$ cat config.mk
export PLATFORM = sky130hd
export DESIGN_NAME = intc32
export DESIGN_NICKNAME = d
export VERILOG_FILES = /design/src/rtl/intc32_pkg.sv /design/src/rtl/intc32_sense.sv /design/src/rtl/intc32_regs.sv /design/src/rtl/intc32_route.sv /design/src/rtl/intc32.sv
export SDC_FILE = /design/constraint.sdc
export NUM_CORES = 1
export LEC_CHECK = 0
export ABC_CLOCK_PERIOD_IN_PS = 1400
export CAP_MARGIN = 10
export CORE_MARGIN = 4
export CORE_UTILIZATION = 38
export CTS_BUF_LIST = sky130_fd_sc_hd__clkbuf_2 sky130_fd_sc_hd__clkbuf_4 sky130_fd_sc_hd__clkbuf_8
export CTS_CLUSTER_DIAMETER = 120
export DETAILED_ROUTE_END_ITERATION = 12
export DONT_BUFFER_PORTS = 1
export PLACE_DENSITY_LB_ADDON = 0.08
export SLEW_MARGIN = 20
export SYNTH_ARGS = -nofsm -noshare
export SYNTH_HDL_FRONTEND = slang
export SYNTH_SLANG_ARGS = --single-unit
$ cat constraint.sdc
create_clock -name clk_i -period 1.4 [get_ports clk_i]
set_input_delay 0.21 -clock clk_i [delete_from_list [all_inputs] [get_ports clk_i]]
set_output_delay 0.21 -clock clk_i [all_outputs]
set_load 0.02 [all_outputs]
$ cat src/rtl/intc32_pkg.sv
package intc32_pkg;
  localparam int unsigned ADDR_W = 3;
  localparam logic [ADDR_W-1:0] A_STAT = 3'd0;
  localparam logic [ADDR_W-1:0] A_EN   = 3'd1;
  localparam logic [ADDR_W-1:0] A_CRIT = 3'd2;
  localparam logic [ADDR_W-1:0] A_TRIG = 3'd3;
  localparam logic [ADDR_W-1:0] A_POL  = 3'd4;
  localparam logic [ADDR_W-1:0] A_MSK  = 3'd5;
endpackage

$ cat src/rtl/intc32_sense.sv
module intc32_sense #(
  parameter int unsigned N_SRC = 32
) (
  input  logic             clk_i,
  input  logic             rst_ni,
  input  logic [N_SRC-1:0] src_bits_i,
  input  logic [N_SRC-1:0] trig_i,
  input  logic [N_SRC-1:0] pol_i,
  output logic [N_SRC-1:0] hit_o
);
  logic [N_SRC-1:0] act;
  logic [N_SRC-1:0] act_q;

  for (genvar b = 0; b < N_SRC; b++) begin : g_bit
    assign act[b]   = pol_i[b] ? src_bits_i[b] : ~src_bits_i[b];
    assign hit_o[b] = trig_i[b] ? (act[b] & ~act_q[b]) : act[b];
  end

  always_ff @(posedge clk_i or negedge rst_ni) begin
    if (!rst_ni) act_q <= '0;
    else         act_q <= act;
  end
endmodule

$ cat src/rtl/intc32_regs.sv
module intc32_regs
  import intc32_pkg::*;
#(
  parameter int unsigned N_SRC = 32
) (
  input  logic              clk_i,
  input  logic              rst_ni,
  input  logic              wr_en_i,
  input  logic [ADDR_W-1:0] addr_i,
  input  logic [N_SRC-1:0]  wdata_i,
  input  logic [N_SRC-1:0]  hit_i,
  output logic [N_SRC-1:0]  stat_o,
  output logic [N_SRC-1:0]  en_o,
  output logic [N_SRC-1:0]  crit_o,
  output logic [N_SRC-1:0]  trig_o,
  output logic [N_SRC-1:0]  pol_o
);
  logic [N_SRC-1:0] clr;
  assign clr = (wr_en_i && addr_i == A_STAT) ? wdata_i : '0;

  // new assertion wins over a same-cycle clear
  always_ff @(posedge clk_i or negedge rst_ni) begin
    if (!rst_ni) stat_o <= '0;
    else         stat_o <= (stat_o & ~clr) | hit_i;
  end

  always_ff @(posedge clk_i or negedge rst_ni) begin
    if (!rst_ni) begin
      en_o   <= '0;
      crit_o <= '0;
      trig_o <= '0;
      pol_o  <= '0;
    end else if (wr_en_i) begin
      unique case (addr_i)
        A_EN:    en_o   <= wdata_i;
        A_CRIT:  crit_o <= wdata_i;
        A_TRIG:  trig_o <= wdata_i;
        A_POL:   pol_o  <= wdata_i;
        default: ;
      endcase
    end
  end
endmodule

$ cat src/rtl/intc32_route.sv
module intc32_route #(
  parameter int unsigned N_SRC = 32
) (
  input  logic [N_SRC-1:0] stat_i,
  input  logic [N_SRC-1:0] en_i,
  input  logic [N_SRC-1:0] crit_i,
  output logic [N_SRC-1:0] masked_o,
  output logic             irq_nc_o,
  output logic             irq_crit_o
);
  assign masked_o   = stat_i & en_i;
  assign irq_nc_o   = |(masked_o & ~crit_i);
  assign irq_crit_o = |(masked_o & crit_i);
endmodule

$ cat src/rtl/intc32.sv
module intc32
  import intc32_pkg::*;
#(
  parameter int unsigned N_SRC = 32
) (
  input  logic              clk_i,
  input  logic              rst_ni,
  input  logic [N_SRC-1:0]  src_i,
  input  logic              wr_en_i,
  input  logic [ADDR_W-1:0] addr_i,
  input  logic [N_SRC-1:0]  wdata_i,
  output logic [N_SRC-1:0]  rdata_o,
  output logic              irq_nc_o,
  output logic              irq_crit_o
);
  localparam int unsigned MSB = N_SRC - 1;

  logic [N_SRC-1:0] src_bits, hit, masked;
  logic [N_SRC-1:0] stat_q, en_q, crit_q, trig_q, pol_q;

  // source n lives at register bit MSB-n
  for (genvar n = 0; n < N_SRC; n++) begin : g_map
    assign src_bits[MSB-n] = src_i[n];
  end

  intc32_sense #(.N_SRC(N_SRC)) u_sense (
    .clk_i      (clk_i),
    .rst_ni     (rst_ni),
    .src_bits_i (src_bits),
    .trig_i     (trig_q),
    .pol_i      (pol_q),
    .hit_o      (hit)
  );

  intc32_regs #(.N_SRC(N_SRC)) u_regs (
    .clk_i   (clk_i),
    .rst_ni  (rst_ni),
    .wr_en_i (wr_en_i),
    .addr_i  (addr_i),
    .wdata_i (wdata_i),
    .hit_i   (hit),
    .stat_o  (stat_q),
    .en_o    (en_q),
    .crit_o  (crit_q),
    .trig_o  (trig_q),
    .pol_o   (pol_q)
  );

  intc32_route #(.N_SRC(N_SRC)) u_route (
    .stat_i     (stat_q),
    .en_i       (en_q),
    .crit_i     (crit_q),
    .masked_o   (masked),
    .irq_nc_o   (irq_nc_o),
    .irq_crit_o (irq_crit_o)
  );

  always_comb begin
    unique case (addr_i)
      A_STAT:  rdata_o = stat_q;
      A_EN:    rdata_o = en_q;
      A_CRIT:  rdata_o = crit_q;
      A_TRIG:  rdata_o = trig_q;
      A_POL:   rdata_o = pol_q;
      A_MSK:   rdata_o = masked;
      default: rdata_o = '0;
    endcase
  end
endmodule

==> metrics.md <==
| Metric | Value |
|---|---|
| DR vias/cell | 5.50 |
| First-pass GRT wire length | 44.5 mm |
| Placed Instances | 1174 |
| Logic pwr share | 29.4% |
| Initial DRC count | 479 |
| Seq cells post-synth | 192 |
| Sequential power share | 47.3% |
| Power Dens Cells | 1270 nW/um^2 |
| Clock-pin transition on the worst setup and hold timing paths | 110 ps |
| Synthesized Nets | 834 |
| Final Cell Area | 12500 um^2 |
| Antenna-violating nets left | 0 |
| Critical R2R Launch | u_regs.stat_o[16]$_DFF_PN0_ |
| Final setup viols | 34 |
| Clock Latency Late Sink | 480 ps |
| Vias | 7087 |
| CTS root buffer | clkbuf_8 |
| Status | finished, violations left |
| Post-Place Setup Slack | -293 ps |
| Post-CTS Hold Buffers | 64 |
| Initial core utilization | 38.8% |
| Die width | 163 um |
| Synth Area in Compound Gates | 10.7% |
| Routed WL per cell | 22.2 um |
| Core Region | 23600 um^2 |
| Arr. time, crit path | 1960 ps |
| CP max FO | 5 |
| Kind of start point of the critical path | register |
| Total power draw | 16.0 mW |
| Sw Ratio | 32.1% |
| Xor/xnor cell area share of the yosys netlist | 3.06% |
| Post-synthesis mux area share | 19.6% |
| Routability Congestion | 0.815 |
| Critical path class | reg2out |
| Final Hold Fails | 192 |
| Drt pass-1 iters | 5 |
| Post-route clock period utilization | 155% |
| Unrepaired setup endpoints after global routing | true |
| Post-synth cell types | 37 |
| Clk_skew | 14.9 ps |
| Total track usage | 21.9% |
| Leading cell types in the layout, fill and taps excluded | 190 x dfrtp_1, 121 x nand2_1, 116 x mux2_2 |
| Final core utilization | 53.0% |
| Sink Count | 192 |
| CTS tree | done |
| # port buffers | 0 |
| Synth Cell Area | 9150 um^2 |
| Post-Place Cell Area | 10600 um^2 |
| Minimum clock period | 2170 ps |
| Failing checks | hold timing, setup timing |
| Register Area | 4810 um^2 |
| Setup TNS | -14400 ps |
| HPWL Detailed | 18.5 mm |
| Final-layout fill cell count | 2076 |
| Die height | 163 um |
| Area of the multi-input gates | 4850 um^2 |
| Worst-case vdd ir drop | 637 uV |
| CP Launch Point | u_regs.stat_o[29]$_DFF_PN0_ |
| Adder-Cell Fraction of Synth Area | 0% |
| Largest net degree at the start of global routing | 193 |
| Synth Area in Simple Gates | 11.0% |
| Boundary pin count | 104 |
| Worst-margin pin slew | 557 ps |
| NetSw | 5.12 mW |
| Max Buffers Root-to-Sink | 2 |
| Vias in the first global route | 7528 |
| Critical Path RT | 1190 ps |
| Clk pwr share | 23.3% |
| Synthesized instance count | 764 |
| Rel. slew slack | 62.9% |
| Total global routing overflow | 0 |
| Final worst slack | -768 ps |
| H-tree levels | 4 |
| Number of cells in the finished layout apart from fillers | 1288 |
| Initial antenna violation count | 1 |
| Row count | 56 |
| Area delta synth->final | 36.8% |
| Hold WS | -585 ps |
| Share of cells above drive strength 1 | 43.7% |
| Sequential area share after synthesis | 52.5% |
| Fmax | 461 MHz |
| Total CTS buffers | 17 |
| Max Slew Vio Count | 0 |
| Nets | 1025 |
| Type of the most critical hold path | in2async |
| Mean Syn Cell Area | 12.0 um^2 |
| Leakage Power | 5.27 nW |
| Final wirelength | 28.6 mm |
| Yosys Warn Count | 0 |
| Int Pwr | 10.8 mW |
| Max_cap viols | 0 |
| Post-route DRC violation count | 0 |
| Reg2Reg Depth | 4 |
| Commonest non-fill, non-tap cell in the layout | dfrtp_1 |
| Die Outline Area | 26600 um^2 |
| Worst setup EP type | output port |
| Largest family of logic cells by synthesized area | multiplexers |
## worst max-delay path, cell delays in order (launching register included)
cell     delay (ps)
dfrtp_1         460
nand2_1          90
o22ai_1         130
nor4_1          340
nand4_1         240
buf_4           220
## sequential cells by signal (all words and copies together), names as in the netlist
name / count
u_regs.trig_o: 32
u_sense.act_q: 32
u_regs.crit_o: 32
u_regs.stat_o: 32
u_regs.en_o: 32
u_regs.pol_o: 32
## synth_stat cells, drive strengths merged
master / instances / area [um^2]
mux2i: 26 / 260
xnor2: 32 / 280
nand4: 9 / 56.3
o32ai: 1 / 8.76
and2: 2 / 12.5
o22ai: 20 / 125
nand3: 34 / 170
buf: 32 / 230
and3: 1 / 6.26
inv: 2 / 7.51
dfrtp: 192 / 4800
nor2: 3 / 23.8
clkbuf: 12 / 47.6
o21ai: 2 / 10.0
o2111ai: 1 / 8.76
a22o: 32 / 280
nor2b: 3 / 21.3
nor3: 2 / 10.0
mux2: 133 / 1530
nor4: 5 / 31.3
o221ai: 25 / 219
and3b: 1 / 8.76
a21oi: 2 / 10.0
a32oi: 30 / 263
nand2b: 31 / 194
nand3b: 3 / 22.5
a22oi: 7 / 52.6
nand2: 121 / 454
## cells by family after synthesis
group / count (synthesis)
multiplexers: 159
AND/OR/NAND/NOR: 215
flip-flops: 192
buffers and inverters: 46
AO/OA/AOI/OAI: 120
XOR/XNOR: 32
## power by group through the flow
stage | logic, mW | clock network (mW) | registers (mW)
2_1_floorplan | 2.49 | 0 | 7.45
3_3_place_gp | 3.95 | 0 | 7.55
3_5_place_dp | 4.01 | 0 | 7.60
4_1_cts | 4.61 | 3.84 | 7.52
5_1_grt | 5.04 | 4.05 | 7.71
6_report | 4.70 | 3.71 | 7.55
## final timing paths
| path | end | slack, ps |
|---|---|---|
| hold / removal | u_regs.trig_o[21]$_DFFE_PN0P_ | -590 |
| hold reg to reg | u_sense.act_q[25]$_DFF_PN0_ | 520 |
| min in group clk_i | u_regs.en_o[1]$_DFFE_PN0P_ | 180 |
| max in group asynchronous | u_regs.en_o[0]$_DFFE_PN0P_ | 1490 |
| setup / recovery | irq_nc_o | -770 |
| setup reg to reg | u_regs.stat_o[16]$_DFF_PN0_ | 300 |
## layer usage
layer  global-route usage [%]  wire [um]  vias to the layer above  part of all wire [%]
li1                         -          -                     3217                     -
met1                     30.1      13000                     3676                    45
met2                     35.8      13900                      168                    49
met3                     4.11       1330                       26                   4.6
met4                     5.72        379                        0                   1.3
met5                        0          0                        -                     0
## cell type report
class                   instances  area share [%]
clock inverters                14            1.20
flip-flops and latches        192            38.4
diodes                          1          0.0200
inverters                       2          0.0600
repair buffers                216            16.4
multi-input cells             526            38.7
clock buffers                  18            1.98
well taps                     319            3.19
## repair_timing
action                                  4_1_cts  5_1_grt
hold endpoints to repair                    384      192
setup buffers                                19        2
endpoints found under the setup margin       34       34
gates resized for setup                      98       24
pin swaps                                    60       13
No activity file was read; power rests on OpenSTA's default activity.
